**src/rtl/wwdt_pkg.sv**
```systemverilog
package wwdt_pkg;
  typedef enum logic [1:0] {
    WIN_LAST_QUARTER = 2'b00,
    WIN_LAST_HALF    = 2'b01,
    WIN_LAST_3Q      = 2'b10,
    WIN_ALWAYS       = 2'b11
  } win_sel_e;
endpackage

```
**src/rtl/wwdt_cfg_latch.sv**
```systemverilog
module wwdt_cfg_latch #(
  parameter int SEL_W = 3
) (
  input  logic             clk,
  input  logic             rst_n,
  input  logic [SEL_W-1:0] sel_i,
  input  logic [1:0]       win_i,
  input  logic             keep_i,
  output logic [SEL_W-1:0] sel_q,
  output logic [1:0]       win_q,
  output logic             keep_q,
  output logic             err_o
);
  always_ff @(posedge clk) begin
    if (!rst_n) begin
      sel_q  <= sel_i;
      win_q  <= win_i;
      keep_q <= keep_i;
    end
  end

  assign err_o = (sel_q == '0) && (win_q == 2'b00);
endmodule

```
**src/rtl/wwdt_limits.sv**
```systemverilog
module wwdt_limits
  import wwdt_pkg::*;
#(
  parameter int CNT_W    = 17,
  parameter int SEL_W    = 3,
  parameter int BASE_EXP = 10
) (
  input  logic [SEL_W-1:0] sel_i,
  input  logic [1:0]       win_i,
  input  logic [CNT_W-1:0] cnt_i,
  output logic [CNT_W-1:0] last_o,
  output logic             open_o
);
  localparam logic [CNT_W-1:0] ALL1 = '1;
  localparam logic [CNT_W-1:0] ONE  = {{(CNT_W-1){1'b0}}, 1'b1};

  logic [CNT_W-1:0] quarter;
  logic [CNT_W-1:0] thr;

  always_comb begin
    last_o  = ALL1 >> (CNT_W - BASE_EXP - int'(sel_i));
    quarter = (last_o >> 2) + ONE;
    unique case (win_sel_e'(win_i))
      WIN_LAST_QUARTER: thr = quarter + (quarter << 1);
      WIN_LAST_HALF:    thr = quarter << 1;
      WIN_LAST_3Q:      thr = quarter;
      default:          thr = '0;
    endcase
    open_o = (cnt_i >= thr);
  end
endmodule

```
**src/rtl/wwdt_key_gate.sv**
```systemverilog
module wwdt_key_gate #(
  parameter int          KEY_W = 8,
  parameter logic [7:0]  KEY   = 8'hAC
) (
  input  logic             clk,
  input  logic             rst_n,
  input  logic             tick_i,
  input  logic             wr_en_i,
  input  logic [KEY_W-1:0] wr_data_i,
  input  logic             open_i,
  output logic             restart_o,
  output logic             fire_o
);
  logic key_ok;
  logic bad_wr;
  logic pend_q;

  assign key_ok    = (wr_data_i == KEY_W'(KEY));
  assign restart_o = wr_en_i && open_i && key_ok;
  assign bad_wr    = wr_en_i && !(open_i && key_ok);
  assign fire_o    = tick_i && pend_q;

  always_ff @(posedge clk) begin
    if (!rst_n) pend_q <= 1'b0;
    else        pend_q <= (pend_q && !fire_o) || bad_wr;
  end
endmodule

```
**src/rtl/wwdt_counter.sv**
```systemverilog
module wwdt_counter #(
  parameter int CNT_W = 17
) (
  input  logic             clk,
  input  logic             rst_n,
  input  logic             tick_i,
  input  logic             run_i,
  input  logic             restart_i,
  input  logic             fire_i,
  input  logic [CNT_W-1:0] last_i,
  output logic [CNT_W-1:0] cnt_o,
  output logic             ovf_o
);
  logic step;
  assign step  = tick_i && run_i && !restart_i && !fire_i;
  assign ovf_o = step && (cnt_o == last_i);

  always_ff @(posedge clk) begin
    if (!rst_n)                  cnt_o <= '0;
    else if (restart_i || fire_i) cnt_o <= '0;
    else if (step)               cnt_o <= (cnt_o == last_i) ? '0 : cnt_o + 1'b1;
  end
endmodule

```
**src/rtl/wwdt_core.sv**
```systemverilog
module wwdt_core #(
  parameter int         CNT_W    = 17,
  parameter int         SEL_W    = 3,
  parameter int         BASE_EXP = 10,
  parameter int         KEY_W    = 8,
  parameter logic [7:0] KEY      = 8'hAC
) (
  input  logic             clk,
  input  logic             rst_n,
  input  logic             tick_en,
  input  logic [SEL_W-1:0] cfg_period_sel,
  input  logic [1:0]       cfg_window_sel,
  input  logic             cfg_keep_run,
  input  logic             halt_i,
  input  logic             stop_i,
  input  logic             osc_stop_i,
  input  logic             wr_en,
  input  logic [KEY_W-1:0] wr_data,
  output logic             wdt_rst_o,
  output logic             cfg_error_o
);
  logic [SEL_W-1:0] sel_q;
  logic [1:0]       win_q;
  logic             keep_q;
  logic [CNT_W-1:0] cnt;
  logic [CNT_W-1:0] last;
  logic             win_open;
  logic             restart_ok;
  logic             fire;
  logic             ovf;
  logic             run;

  wwdt_cfg_latch #(.SEL_W(SEL_W)) u_cfg (
    .clk(clk), .rst_n(rst_n), .sel_i(cfg_period_sel), .win_i(cfg_window_sel),
    .keep_i(cfg_keep_run), .sel_q(sel_q), .win_q(win_q), .keep_q(keep_q),
    .err_o(cfg_error_o)
  );

  wwdt_limits #(.CNT_W(CNT_W), .SEL_W(SEL_W), .BASE_EXP(BASE_EXP)) u_lim (
    .sel_i(sel_q), .win_i(win_q), .cnt_i(cnt), .last_o(last), .open_o(win_open)
  );

  wwdt_key_gate #(.KEY_W(KEY_W), .KEY(KEY)) u_key (
    .clk(clk), .rst_n(rst_n), .tick_i(tick_en), .wr_en_i(wr_en),
    .wr_data_i(wr_data), .open_i(win_open), .restart_o(restart_ok), .fire_o(fire)
  );

  assign run = keep_q || !(halt_i || stop_i || osc_stop_i);

  wwdt_counter #(.CNT_W(CNT_W)) u_cnt (
    .clk(clk), .rst_n(rst_n), .tick_i(tick_en), .run_i(run),
    .restart_i(restart_ok), .fire_i(fire), .last_i(last), .cnt_o(cnt), .ovf_o(ovf)
  );

  always_ff @(posedge clk) begin
    if (!rst_n) wdt_rst_o <= 1'b0;
    else        wdt_rst_o <= ovf || fire;
  end
endmodule

```
**config.mk**
```make
export PLATFORM = sky130hd
export DESIGN_NAME = wwdt_core
export DESIGN_NICKNAME = d
export VERILOG_FILES = /design/src/rtl/wwdt_pkg.sv /design/src/rtl/wwdt_cfg_latch.sv /design/src/rtl/wwdt_limits.sv /design/src/rtl/wwdt_key_gate.sv /design/src/rtl/wwdt_counter.sv /design/src/rtl/wwdt_core.sv
export SDC_FILE = /design/constraint.sdc
export NUM_CORES = 1
export LEC_CHECK = 0
export ABC_AREA = 1
export BUFFER_PORTS_ARGS = -buffer_cell sky130_fd_sc_hd__buf_2
export CAP_MARGIN = 25
export CELL_PAD_IN_SITES_DETAIL_PLACEMENT = 1
export CELL_PAD_IN_SITES_GLOBAL_PLACEMENT = 2
export CORE_MARGIN = 2
export CORE_UTILIZATION = 33
export CTS_BUF_LIST = sky130_fd_sc_hd__clkbuf_4 sky130_fd_sc_hd__clkbuf_8
export DETAILED_ROUTE_END_ITERATION = 8
export PLACE_DENSITY_LB_ADDON = 0.1
export SLEW_MARGIN = 20
export SYNTH_ARGS = -nofsm -noshare
export SYNTH_HDL_FRONTEND = slang
export SYNTH_HIERARCHICAL = 1
export SYNTH_SLANG_ARGS = --single-unit
```
**constraint.sdc**
```tcl
create_clock -name clk -period 4.4 [get_ports clk]
set_clock_uncertainty 0.05 [all_clocks]
set_input_delay 0.22 -clock clk [delete_from_list [all_inputs] [get_ports clk]]
set_output_delay 0.22 -clock clk [all_outputs]
set_load 0.05 [all_outputs]
```
Yosys cells after proc, flatten, opt, wreduce, memory -nomap -nowiden
Index checks and enable logic that the tools add are counted.
{ "totals": {"ff_bits": 25, "input_bits": 21, "word_cells": 43, "output_inout_bits": 2} }
{ "classes": {"magnitude_cmp": 1, "eq_ne": 4, "bitwise": 1, "n_reduce_logical": 24, "shifts": 1, "addsub": 4, "mux": 2} }
{ "ops": {"columns": ["operator", "n"], "rows": [
  ["one-hot mux 17 bit (3 select lines)", 1],
  ["right shift 17 x 32 -> 17 bit (first input constant)", 1],
  ["adder 17 x 1 -> 17 bit (second input constant)", 1],
  ["adder 17 bit", 1],
  ["== test 17 bit", 1],
  [">= comparator 17 bit", 1],
  ["2-to-1 mux 17 bit", 1],
  ["adder 15 x 1 -> 16 bit (second input constant)", 1],
  ["logical AND 1 bit", 11],
  ["== test 8 bit (second input constant)", 1],
  ["logical OR 1 bit", 6],
  ["zero test 1 bit", 4],
  ["subtractor 3 x 3 -> 4 bit (first input constant)", 1],
  ["zero test 3 bit", 1],
  ["== test 2 x 1 -> 1 bit (second input constant)", 1],
  ["== test 2 bit (second input constant)", 1],
  ["zero test 2 bit", 1],
  ["OR reduction 2 bit", 1],
  ["NOT 1 bit", 1]
]} }

Depth between registers and ports, before layout
Gate-level depths: netlist (run 1).
{ "depth": {"ltp_word": 13, "depth_mapped": 31, "mapped_depth_nobuf": 31} }

Hierarchy
The synthesis (run 1) kept the hierarchy.
{ "by_module_without_submodules": {"columns": ["module", "cells_each", "instances", "area_each_um2", "seq_area_each_um2"], "rows": [
  ["wwdt_counter", 192, 1, 1209.9, 340.3],
  ["wwdt_limits", 146, 1, 830.8, 0.0],
  ["wwdt_cfg_latch", 14, 1, 210.2, 180.2],
  ["wwdt_key_gate", 23, 1, 113.9, 20.0],
  ["wwdt_core", 7, 1, 46.3, 20.0]
]} }

Worst setup path after synthesis (run 1)
OpenSTA, ideal clock, no wires.
{ "synth_timing": {"path_kind": "reg2reg", "start": "register u_cfg.sel_q[2]", "end": "register u_cnt.cnt_o[5]", "slack_ns": 0.462, "synth_period_minus_slack_ns": 3.938, "path_stages_with_launch": 30, "required_time_ns": 4.288, "path_buffers": 1, "t_arrival_ns": 3.826, "setup_ns": 0.062, "cell_sequence": "edfxtp_1 -> inv_1 -> o21ai_0 -> ha_1 -> nand3_1 -> o21ai_2 -> ha_1 -> or2_2 -> nand3_1 -> a21oi_1 -> nor2_1 -> nor2_1 -> ha_1 -> nand2_1 -> nor3_1 -> nand3b_1 -> nand3_1 -> nand2_1 -> nor2_1 -> nand4_1 -> nor2_1 -> nor2_2 -> nand2_2 -> nor2_1 -> nand2_1 -> nor2_2 -> nand3_2 -> nand2_4 -> buf_12 -> nor2_2"} }
{ "synth_between": {"elab_chain_len": 11, "elab_cells_between_ends": 15} }
{ "synth_rtl": {"columns": ["element", "line", "text"], "rows": [
  ["start: declaration", "wwdt_cfg_latch.sv:9", "output logic [SEL_W-1:0] sel_q,"],
  ["start signal: assignment", "wwdt_cfg_latch.sv:16", "sel_q <= sel_i;"],
  ["subtractor 3 x 3 -> 4 bit *", "wwdt_limits.sv:21", "last_o = ALL1 >> (CNT_W - BASE_EXP - int'(sel_i));"],
  ["right shift 17 x 32 -> 17 bit *", "wwdt_limits.sv:21", null],
  ["net last[12]", "wwdt_core.sv:26", "logic [CNT_W-1:0] last;"],
  ["adder 15 x 1 -> 16 bit *", "wwdt_limits.sv:22", "quarter = (last_o >> 2) + ONE;"],
  ["adder 17 bit", "wwdt_limits.sv:24", "WIN_LAST_QUARTER: thr = quarter + (quarter << 1);"],
  ["one-hot mux 17 bit (3 select lines) *", "wwdt_limits.sv:23", "unique case (win_sel_e'(win_i))"],
  [">= comparator 17 bit *", "wwdt_limits.sv:29", "open_o = (cnt_i >= thr);"],
  ["net win_open", "wwdt_core.sv:27", "logic win_open;"],
  ["logical AND 1 bit * (2 in a row)", "wwdt_key_gate.sv:19", "assign restart_o = wr_en_i && open_i && key_ok;"],
  ["net restart_ok", "wwdt_core.sv:28", "logic restart_ok;"],
  ["zero test 1 bit", "wwdt_counter.sv:15", "assign step = tick_i && run_i && !restart_i && !fire_i;"],
  ["logical AND 1 bit (2 in a row)", "wwdt_counter.sv:15", null],
  ["end signal: assignment", "wwdt_counter.sv:21", "else if (step) cnt_o <= (cnt_o == last_i) ? '0 : cnt_o + 1'b1;"],
  ["end: declaration", "wwdt_counter.sv:11", "output logic [CNT_W-1:0] cnt_o,"]
]} }
The timed path passes the listed nets; every way through them passes the cells marked *.
A chain may end at the register's enable or synchronous reset.

Worst setup path in the final report (run 1)
{ "layout_timing": {"start": "register u_cfg.sel_q[1]", "end": "register u_cnt.cnt_o[15]"} }
Same word-level chain as after synthesis.

==> metrics.yaml, run 1 <==
layout:
  fin_util_pct: 41.92
  layout-drive-gt1-share_pct: 27.45
  area_delta_synth_final_pct: 24.75
  stdcell_area_mm2: 0.003008
  diodes: 0
  n_fill_cell: 955
  instances_no_fill: 518
  final_nets: 459
setup_path:
  cp_common_cell: "nor2_2"
  startpoint_type: "flop"
  cp_slowest_cell: "edfxtp_1"
  slowest_delay_ns: 0.48
  cp_max_fo: 7
  worstPathArrival_ns: 4.27
  worstPathRequired_ns: 4.55
  regToRegStartpoint: "u_cfg/sel_q[1]"
  critical_path_class: "flop to flop"
  end_kind: "flop"
  crit_start: "u_cfg/sel_q[1]"
floorplanning:
  dieArea_mm2: 0.008006
  start_util_pct: 33.60
  num_rows: 31
  num_io_pins: 23
  die_y_um: 89.48
  die_w_um: 89.48
  core_area_mm2: 0.007176
timing:
  fin_crit_ns: 4.125
  slew-limit-headroom_pct: 61.23
  worst_pin_slew_ns: 0.5809
  fmax_mhz: 242.4
  tns_ns: 0
  worst_slack_ns: 0.2747
  final.period_utilization_pct: 93.76
  final_hold_viol_count: 0
  whs_ns: 0.06920
  setup_viol: 0
  report.final.slew_viol_count: 0
routing:
  drtAntennaViolNets: 0
  avgRoutedWirePerCell_um: 13.27
  drtIter0Drc: 51
  vias: 2394
  dr.pass1.iters: 4
  vias_per_cell: 4.622
  drc_errors: 0
  routed_wl_mm: 6.872
yosys:
  synth_cells: 382
  ys_seq_elements: 25
  synth_edf_count: 6
  yosys.area.top_type: "nand2_1"
  synth_top_family_by_area: "simple AND/OR/NAND/NOR gates"
  synthFlopType: "dfxtp_1"
  synth_top_area_share_pct: 16.04
  ys_types: 35
  synth_most_common_cell: "nand2_1"
  async_flop_share_pct: 0
  synth_common_cells: "103 x nand2_1, 60 x inv_1, 48 x nor2_1"
  syn_area_per_cell_um2: 6.312
  synthXorXnorAreaFrac_pct: 5.812
  synthAdderAreaFrac_pct: 9.652
  synthMuxAreaShare_pct: 0
  synth-seq-area-share_pct: 23.25
  netlist_top_cells_area: "nand2_1 16%, dfxtp_1 16%, inv_1 9.3%, ha_1 8.8%, edfxtp_1 7.5%"
  yosys_warnings: 6
  synth_compound_area_share_pct: 6.746
  synth_simple_gate_area_share_pct: 39.65
  syn-cell-area_mm2: 0.002411
clock_network:
  cts_tree: "built"
  cts_sinks: 25
  clock_latency_ns: 0.29
  cts_made_buffers: 3
  cts_max_level: 1
  clockBufferDepth: 2
  cts-root-buf: "clkbuf_8"
  path_clk_slew_ns: 0.12
grt:
  antenna_found_initial: 0
  grt_overflow_total: 0
  grt_pass1_vias: 2209
  grt_max_degree: 18
  grt_first_pass_wirelength_mm: 10.72
  grt_util_all_layers_pct: 17.24
placed_design:
  dp_hpwl_mm: 5.285
  io_buffers: 22
  dpl_worst_slack_ns: -0.1505
  dpl.cell_count: 504
  place_congestion: 0.7857
  dpl_cell_area_mm2: 0.002609
flow_run:
  maxCapViolCount: 0
hold_path:
  worstHoldStart: "cfg_window_sel[1]"
  hp-class: "input pin to flop"
run_status:
  outcome: "complete, no violations"
power_and_ir_drop:
  finalPower_mw: 0.6358
  ir_drop_uv: 115.8
  p_per_area_mw_per_mm2: 211.4
  power.leakage_nw: 1.420
-- worst max-delay path: cells and delay by family (launching register included) --
kind	cells	cell delay, ns
AO/OA/AOI/OAI	4	0.45
adder cells (fa/ha/maj)	3	0.84
buffers and inverters	1	0.08
flip-flops	1	0.48
AND/OR/NAND/NOR	22	2.15
-- registers in the layout (all words and copies together), names as in the netlist --
register and flops:
u_cfg/keep_q 1, u_cfg/sel_q 3, u_cfg/win_q 2, u_cnt/cnt_o 17
u_key/pend_q 1, wdt_rst_o 1
-- cells by family (layout without fill, tap and decap cells) --
group | count (synthesis) | after routing
AOI/OAI and AO/OA | 29 | 29
DFF | 25 | 25
xor gates and xnor gates | 16 | 16
adders and majority gates | 18 | 18
buffers and inverters | 79 | 105
and+or+nand+nor | 214 | 216
other | 1 | 10
-- worst paths after layout --
path                                   endpoint  slack (ns)  depth (start not counted)
worst min-delay path             u_cfg/win_q[1]        0.07                          1
worst max-delay path            u_cnt/cnt_o[15]        0.27                         30
worst max register to register  u_cnt/cnt_o[15]        0.27                         30
worst min register to register     u_key/pend_q        0.42                          2
-- what timing repair did --
action / in CTS / in global routing
endpoints found under the setup margin: 18 / 18
pin swaps: 0 / 27
resized for setup: 3 / 56
hold buffers: 0 / 0
buffers inserted: 1 / 7
gates cloned: 0 / 2
-- per-layer routing --
metal	track usage, %	part of all wire (%)	vias to the layer above
met3	1.939	1.9	6
met2	26.87	46	27
met5	0	0	-
met1	25.71	51	1112
met4	3.256	1.0	0
li1	-	-	1249
-- cell usage in the layout, fill, tap and decap left out, types with 6 or more instances in the layout --
| cell type | n |
|---|---|
| nor2_2 | 23 |
| nand3_1 | 13 |
| buf_2 | 22 |
| nand4_1 | 8 |
| buf_4 | 13 |
| edfxtp_1 | 6 |
| nand2_1 | 97 |
| a21oi_1 | 8 |
| xor2_1 | 11 |
| conb_1 | 10 |
| ha_4 | 6 |
| inv_1 | 54 |
| inv_2 | 11 |
| nand2_2 | 7 |
| ha_1 | 11 |
| dfxtp_1 | 19 |
| nor2_1 | 40 |
-- power breakdown --
group | internal (mW) | total (mW) | switching (mW)
combinational | 0.0961 | 0.231 | 0.135
sequential | 0.243 | 0.251 | 0.00849
clock | 0.0666 | 0.154 | 0.0874
-- layout make-up --
type / count / area, um2 / share of cell area (%)
Clock buffer: 3 / 41.29 / 1.373
Clock inverter: 1 / 8.758 / 0.2912
Inverter: 66 / 250.2 / 8.319
Multi-Input combinational cell: 289 / 1815 / 60.36
Sequential cell: 25 / 560.5 / 18.64
Tap cell: 99 / 123.9 / 4.118
Timing Repair Buffer: 35 / 207.7 / 6.905
Note: power is estimated with default switching activity, not from simulation.
==> inputs of run 2 (changes only) <==
--- a/config.mk
+++ b/config.mk
@@ -10,11 +10,11 @@
 export CAP_MARGIN = 25
 export CELL_PAD_IN_SITES_DETAIL_PLACEMENT = 1
 export CELL_PAD_IN_SITES_GLOBAL_PLACEMENT = 2
-export CORE_MARGIN = 2
+export CORE_MARGIN = 1
 export CORE_UTILIZATION = 33
 export CTS_BUF_LIST = sky130_fd_sc_hd__clkbuf_4 sky130_fd_sc_hd__clkbuf_8
 export DETAILED_ROUTE_END_ITERATION = 8
-export PLACE_DENSITY_LB_ADDON = 0.1
+export PLACE_DENSITY = 0.87
 export SLEW_MARGIN = 20
 export SYNTH_ARGS = -nofsm -noshare
 export SYNTH_HDL_FRONTEND = slang
==> metrics.yaml, run 2 (synthesis results as in run 1) <==
setup_path:
  cp_max_fo: 8
  crit_start: "u_cfg/sel_q[2]"
  slowest_delay_ns: 0.49
  startpoint_type: "flop"
  r2r_cells: 29
  end_kind: "flop"
  worstPathRequired_ns: 4.53
  cp_slowest_cell: "edfxtp_1"
  regToRegStartpoint: "u_cfg/sel_q[2]"
  critical_path_class: "flop to flop"
  cp_common_cell: "nor2_2"
  worstPathArrival_ns: 4.32
layout:
  final_common_cell: "nand2_1"
  final_cell_mix: "96 x nand2_1, 56 x inv_1, 45 x nor2_1, 22 x buf_2, 19 x dfxtp_1"
  reg_top3: "u_cnt/cnt_o x17, u_cfg/sel_q x3, u_cfg/win_q x2"
  regMostFlops: "u_cnt/cnt_o"
  area_delta_synth_final_pct: 22.31
  layout-drive-gt1-share_pct: 25.42
  diodes: 0
  largest_register_ffs: 17
  instances_no_fill: 517
  final_nets: 461
  n_fill_cell: 951
timing:
  slew-limit-headroom_pct: 60.84
  setup_viol: 0
  tns_ns: 0
  report.final.slew_viol_count: 0
  rsz0062_at_grt: "true"
  fmax_mhz: 238.4
  final.period_utilization_pct: 95.34
  fin_crit_ns: 4.195
  worst_pin_slew_ns: 0.5867
  final_hold_viol_count: 0
  worst_slack_ns: 0.2049
placed_design:
  io_buffers: 22
  dp_hpwl_mm: 5.161
  dpl_worst_slack_ns: -0.02778
  dpl.cell_count: 504
  place_congestion: 0.8315
routing:
  drtAntennaViolNets: 0
  vias: 2366
  vias_per_cell: 4.576
  drtIter0Drc: 61
  dr.pass1.iters: 4
  routed_wl_mm: 6.562
  drc_errors: 0
  avgRoutedWirePerCell_um: 12.69
clock_network:
  cts_tree: "built"
  clock_latency_ns: 0.27
  cts_sinks: 25
  cts_max_level: 1
  cts_made_buffers: 3
  hold_buffers: 0
  path_clk_slew_ns: 0.10
  cts-root-buf: "clkbuf_8"
  clockBufferDepth: 2
grt:
  grt_overflow_total: 0
  grt_util_all_layers_pct: 18.43
  grt_pass1_vias: 2334
  grt_max_degree: 17
  antenna_found_initial: 0
  grt_first_pass_wirelength_mm: 11.10
power_and_ir_drop:
  power.leakage_nw: 1.416
  p_per_area_mw_per_mm2: 207.9
  ir_drop_uv: 118.5
  finalPower_mw: 0.6133
flow_run:
  maxCapViolCount: 0
floorplanning:
  num_rows: 30
  die_w_um: 87.48
  start_util_pct: 34.91
  num_io_pins: 23
  die_y_um: 87.48
  core_area_mm2: 0.006907
  dieArea_mm2: 0.007652
run_status:
  outcome: "complete, no violations"
hold_path:
  worstHoldStart: "cfg_window_sel[0]"
  whs_path_depth: 1
  hp-class: "input pin to flop"
## run 2: cell types whose count changed in the layout (fill, tap and decap cells not counted), moves of 3 or more
cell and change:
nor2_2 -5, nand3_2 +3, nor2_1 +5, nand3_4 -3, a21oi_1 +3, nand2_2 +3, a21oi_2 -3
## run 2: metal layers
metal,global-route usage (%),wire (um),up-vias
li1,-,-,1245
met1,26.16,3267,1093
met2,30.61,3109,24
met3,1.706,117,4
met4,2.981,68,0
met5,0,0,-
## run 2: stage by stage
stage / area [um2] / utilization, % / hold slack, ns
after global routing: 2949 / 42.70 / 0.05809
after global placement: 2628 / 38.04 / 0.3472
after CTS: 2811 / 40.71 / 0.06355
after floorplan: 2445 / - / 0.2689
final: 2949 / 42.70 / 0.06885
after detailed placement: 2628 / 38.04 / 0.3492
## run 2: cell type report
class                           count  area [um2]  share of cell area (%)
Inverter                           66       247.7                   8.401
Sequential cell                    25       560.5                   19.01
Tap cell                           96       120.1                   4.073
Multi-Input combinational cell    289        1748                   59.27
Timing Repair Buffer               37       222.7                   7.552
Clock buffer                        3       41.29                   1.400
Clock inverter                      1       8.758                  0.2970
## run 2: critical path, delay by kind of cell, from the launching register on
| kind | cells | cell delay, ns |
|---|---|---|
| AOI/OAI and AO/OA | 5 | 0.73 |
| adders and majority gates | 3 | 0.70 |
| buffers and inverters | 3 | 0.29 |
| DFF | 1 | 0.49 |
| and+or+nand+nor | 18 | 1.85 |
## run 2: path summary, 6_finish.rpt
kind | end | slack (ns)
worst max-delay path | u_cnt/cnt_o[11] | 0.20
worst max register to register | u_cnt/cnt_o[11] | 0.20
worst min-delay path | u_cfg/win_q[0] | 0.07
worst min register to register | u_key/pend_q | 0.42
## run 2: what timing repair did
action / in CTS / in global routing
pin swaps: 7 / 17
setup endpoints to repair: 18 / 18
setup buffers: 6 / 1
cloned: 2 / 0
gates resized for setup: 11 / 30
## run 2: where the power goes
group,switching [mW],internal [mW]
clock network,0.0806,0.0664
registers,0.00821,0.243
logic,0.126,0.0893
total,0.215,0.398
==> inputs of run 3 (changes only) <==
--- a/config.mk
+++ b/config.mk
@@ -6,13 +6,13 @@
 export NUM_CORES = 1
 export LEC_CHECK = 0
 export ABC_AREA = 1
-export BUFFER_PORTS_ARGS = -buffer_cell sky130_fd_sc_hd__buf_2
+export BUFFER_PORTS_ARGS = -buffer_cell sky130_fd_sc_hd__buf_4
 export CAP_MARGIN = 25
 export CELL_PAD_IN_SITES_DETAIL_PLACEMENT = 1
 export CELL_PAD_IN_SITES_GLOBAL_PLACEMENT = 2
 export CORE_MARGIN = 1
 export CORE_UTILIZATION = 33
-export CTS_BUF_LIST = sky130_fd_sc_hd__clkbuf_4 sky130_fd_sc_hd__clkbuf_8
+export CTS_BUF_LIST = sky130_fd_sc_hd__clkbuf_2 sky130_fd_sc_hd__clkbuf_4 sky130_fd_sc_hd__clkbuf_8
 export DETAILED_ROUTE_END_ITERATION = 8
 export PLACE_DENSITY = 0.87
 export SLEW_MARGIN = 20
==> metrics.yaml, run 3 (synthesis results as in run 1) <==
grt:
  grt_overflow_total: 0
  grt_pass1_vias: 2340
  antenna_found_initial: 0
  grt_max_degree: 18
  grt_first_pass_wirelength_mm: 10.81
  grt_util_all_layers_pct: 18.26
setup_path:
  cp_max_fo: 8
  worstPathRequired_ns: 4.53
  rrSetupSlack_ns: 0.16
  slowest_delay_ns: 0.49
  critical_path_class: "flop to flop"
  r2r-end: "u_cnt/cnt_o[5]"
  endpoint: "u_cnt/cnt_o[5]"
  crit_start: "u_cfg/sel_q[1]"
  startpoint_type: "flop"
  r2r_cells: 27
  worstPathArrival_ns: 4.37
  cp_common_cell: "nor2_2"
  end_kind: "flop"
  cp_slowest_cell: "edfxtp_1"
  regToRegStartpoint: "u_cfg/sel_q[1]"
timing:
  rsz0062_at_grt: "true"
  fin_crit_ns: 4.242
  final_hold_viol_count: 0
  worst_pin_slew_ns: 0.5987
  fmax_mhz: 235.8
  setup_viol: 0
  slew-limit-headroom_pct: 60.04
  final.period_utilization_pct: 96.40
  worst_slack_ns: 0.1583
  whs_ns: 0.07330
  report.final.slew_viol_count: 0
layout:
  area_delta_synth_final_pct: 26.62
  reg_top3: "u_cnt/cnt_o x17, u_cfg/sel_q x3, u_cfg/win_q x2"
  final_common_cell: "nand2_1"
  largest_register_ffs: 17
  final_nets: 456
  stdcell_area_mm2: 0.003053
  final_cell_mix: "95 x nand2_1, 53 x inv_1, 37 x nor2_1, 31 x buf_4, 26 x nor2_2"
  layout-drive-gt1-share_pct: 28.85
  regMostFlops: "u_cnt/cnt_o"
  diodes: 0
clock_network:
  clock_latency_ns: 0.28
  path_clk_slew_ns: 0.10
  cts_max_level: 1
  hold_buffers: 0
  clockBufferDepth: 2
  cts_made_buffers: 3
  cts-root-buf: "clkbuf_8"
  cts_sinks: 25
  cts_tree: "built"
placed_design:
  dpl_worst_slack_ns: -0.2432
  place_congestion: 0.7998
  dp_hpwl_mm: 5.487
  dpl_cell_area_mm2: 0.002660
  io_buffers: 22
routing:
  drtAntennaViolNets: 0
  vias: 2419
  avgRoutedWirePerCell_um: 14.08
  drtIter0Drc: 83
  vias_per_cell: 4.725
  dr.pass1.iters: 4
  drc_errors: 0
  routed_wl_mm: 7.210
run_status:
  outcome: "complete, no violations"
floorplanning:
  die_w_um: 87.48
  core_area_mm2: 0.006907
  num_rows: 30
  num_io_pins: 23
  start_util_pct: 34.91
  die_y_um: 87.48
  dieArea_mm2: 0.007652
flow_run:
  maxCapViolCount: 0
power_and_ir_drop:
  p_per_area_mw_per_mm2: 208.9
  seq_power_share_pct: 39.4
  power.leakage_nw: 1.407
  clkPwrFrac_pct: 22.9
  combPwrFrac_pct: 37.7
  ir_drop_uv: 107.1
  power.switching_mw: 0.2261
  swShare_pct: 35.45
  finalPower_mw: 0.6377
  p_int_mw: 0.4116
hold_path:
  hp-class: "input pin to flop"
  whs_path_depth: 1
==> run 3: cell count changes in the layout (fill, tap and decap cells not counted), sizes merged <==
| cell | change |
|---|---|
| buf | -5 |
==> run 3: routing by layer <==
layer,wire (um),vias to the layer above,track usage (%)
li1,-,1238,-
met1,3401,1135,23.80
met2,3551,40,32.17
met3,174,6,1.801
met4,82,0,4.471
met5,0,-,0
==> run 3: worst min-delay path by stage <==
stage / startpoint / endpoint / slack (ns)
2_1_floorplan: cfg_keep_run / u_cfg/keep_q / 0.27
3_3_place_gp: cfg_window_sel[1] / u_cfg/win_q[1] / 0.35
3_5_place_dp: cfg_keep_run / u_cfg/keep_q / 0.35
4_1_cts: cfg_keep_run / u_cfg/keep_q / 0.06
5_1_grt: cfg_keep_run / u_cfg/keep_q / 0.06
6_report: cfg_keep_run / u_cfg/keep_q / 0.07
==> run 3: layout make-up <==
class                           count  area, um2
Clock buffer                        3      41.29
Clock inverter                      1      8.758
Fill cell                         921       3854
Inverter                           66      250.2
Multi-Input combinational cell    289       1828
Sequential cell                    25      560.5
Tap cell                           96      120.1
Timing Repair Buffer               32      244.0
==> run 3: worst max-delay path, delay by kind of cell, from the launching register on <==
family	cells	cell delay (ns)
flops	1	0.49
compound gates	6	0.95
fa+ha+maj	3	0.73
buf+inv	1	0.08
simple gates	17	1.88
==> run 3: power by group through the flow <==
stage | sequential (mW) | clock [mW] | combinational [mW]
6_report | 0.251 | 0.146 | 0.240
4_1_cts | 0.250 | 0.156 | 0.179
3_3_place_gp | 0.255 | 0 | 0.169
2_1_floorplan | 0.255 | 0 | 0.127
5_1_grt | 0.252 | 0.162 | 0.263
3_5_place_dp | 0.256 | 0 | 0.173
==> run 3: metrics by stage <==
stage / cells / TNS (ns) / utilization, %
2_1_floorplan: 391 / 0 / -
3_3_place_gp: 501 / -0.5541 / 38.51
3_5_place_dp: 501 / -3.848 / 38.51
4_1_cts: 506 / 0 / 39.64
5_1_grt: 512 / -2.619 / 44.20
6_report: 512 / 0 / 44.20
==> run 3: what timing repair did <==
action,CTS,global route
resized for setup,5,60
buffers inserted,1,4
gates cloned,0,2
pin swaps,0,35
endpoints found under the setup margin,18,18
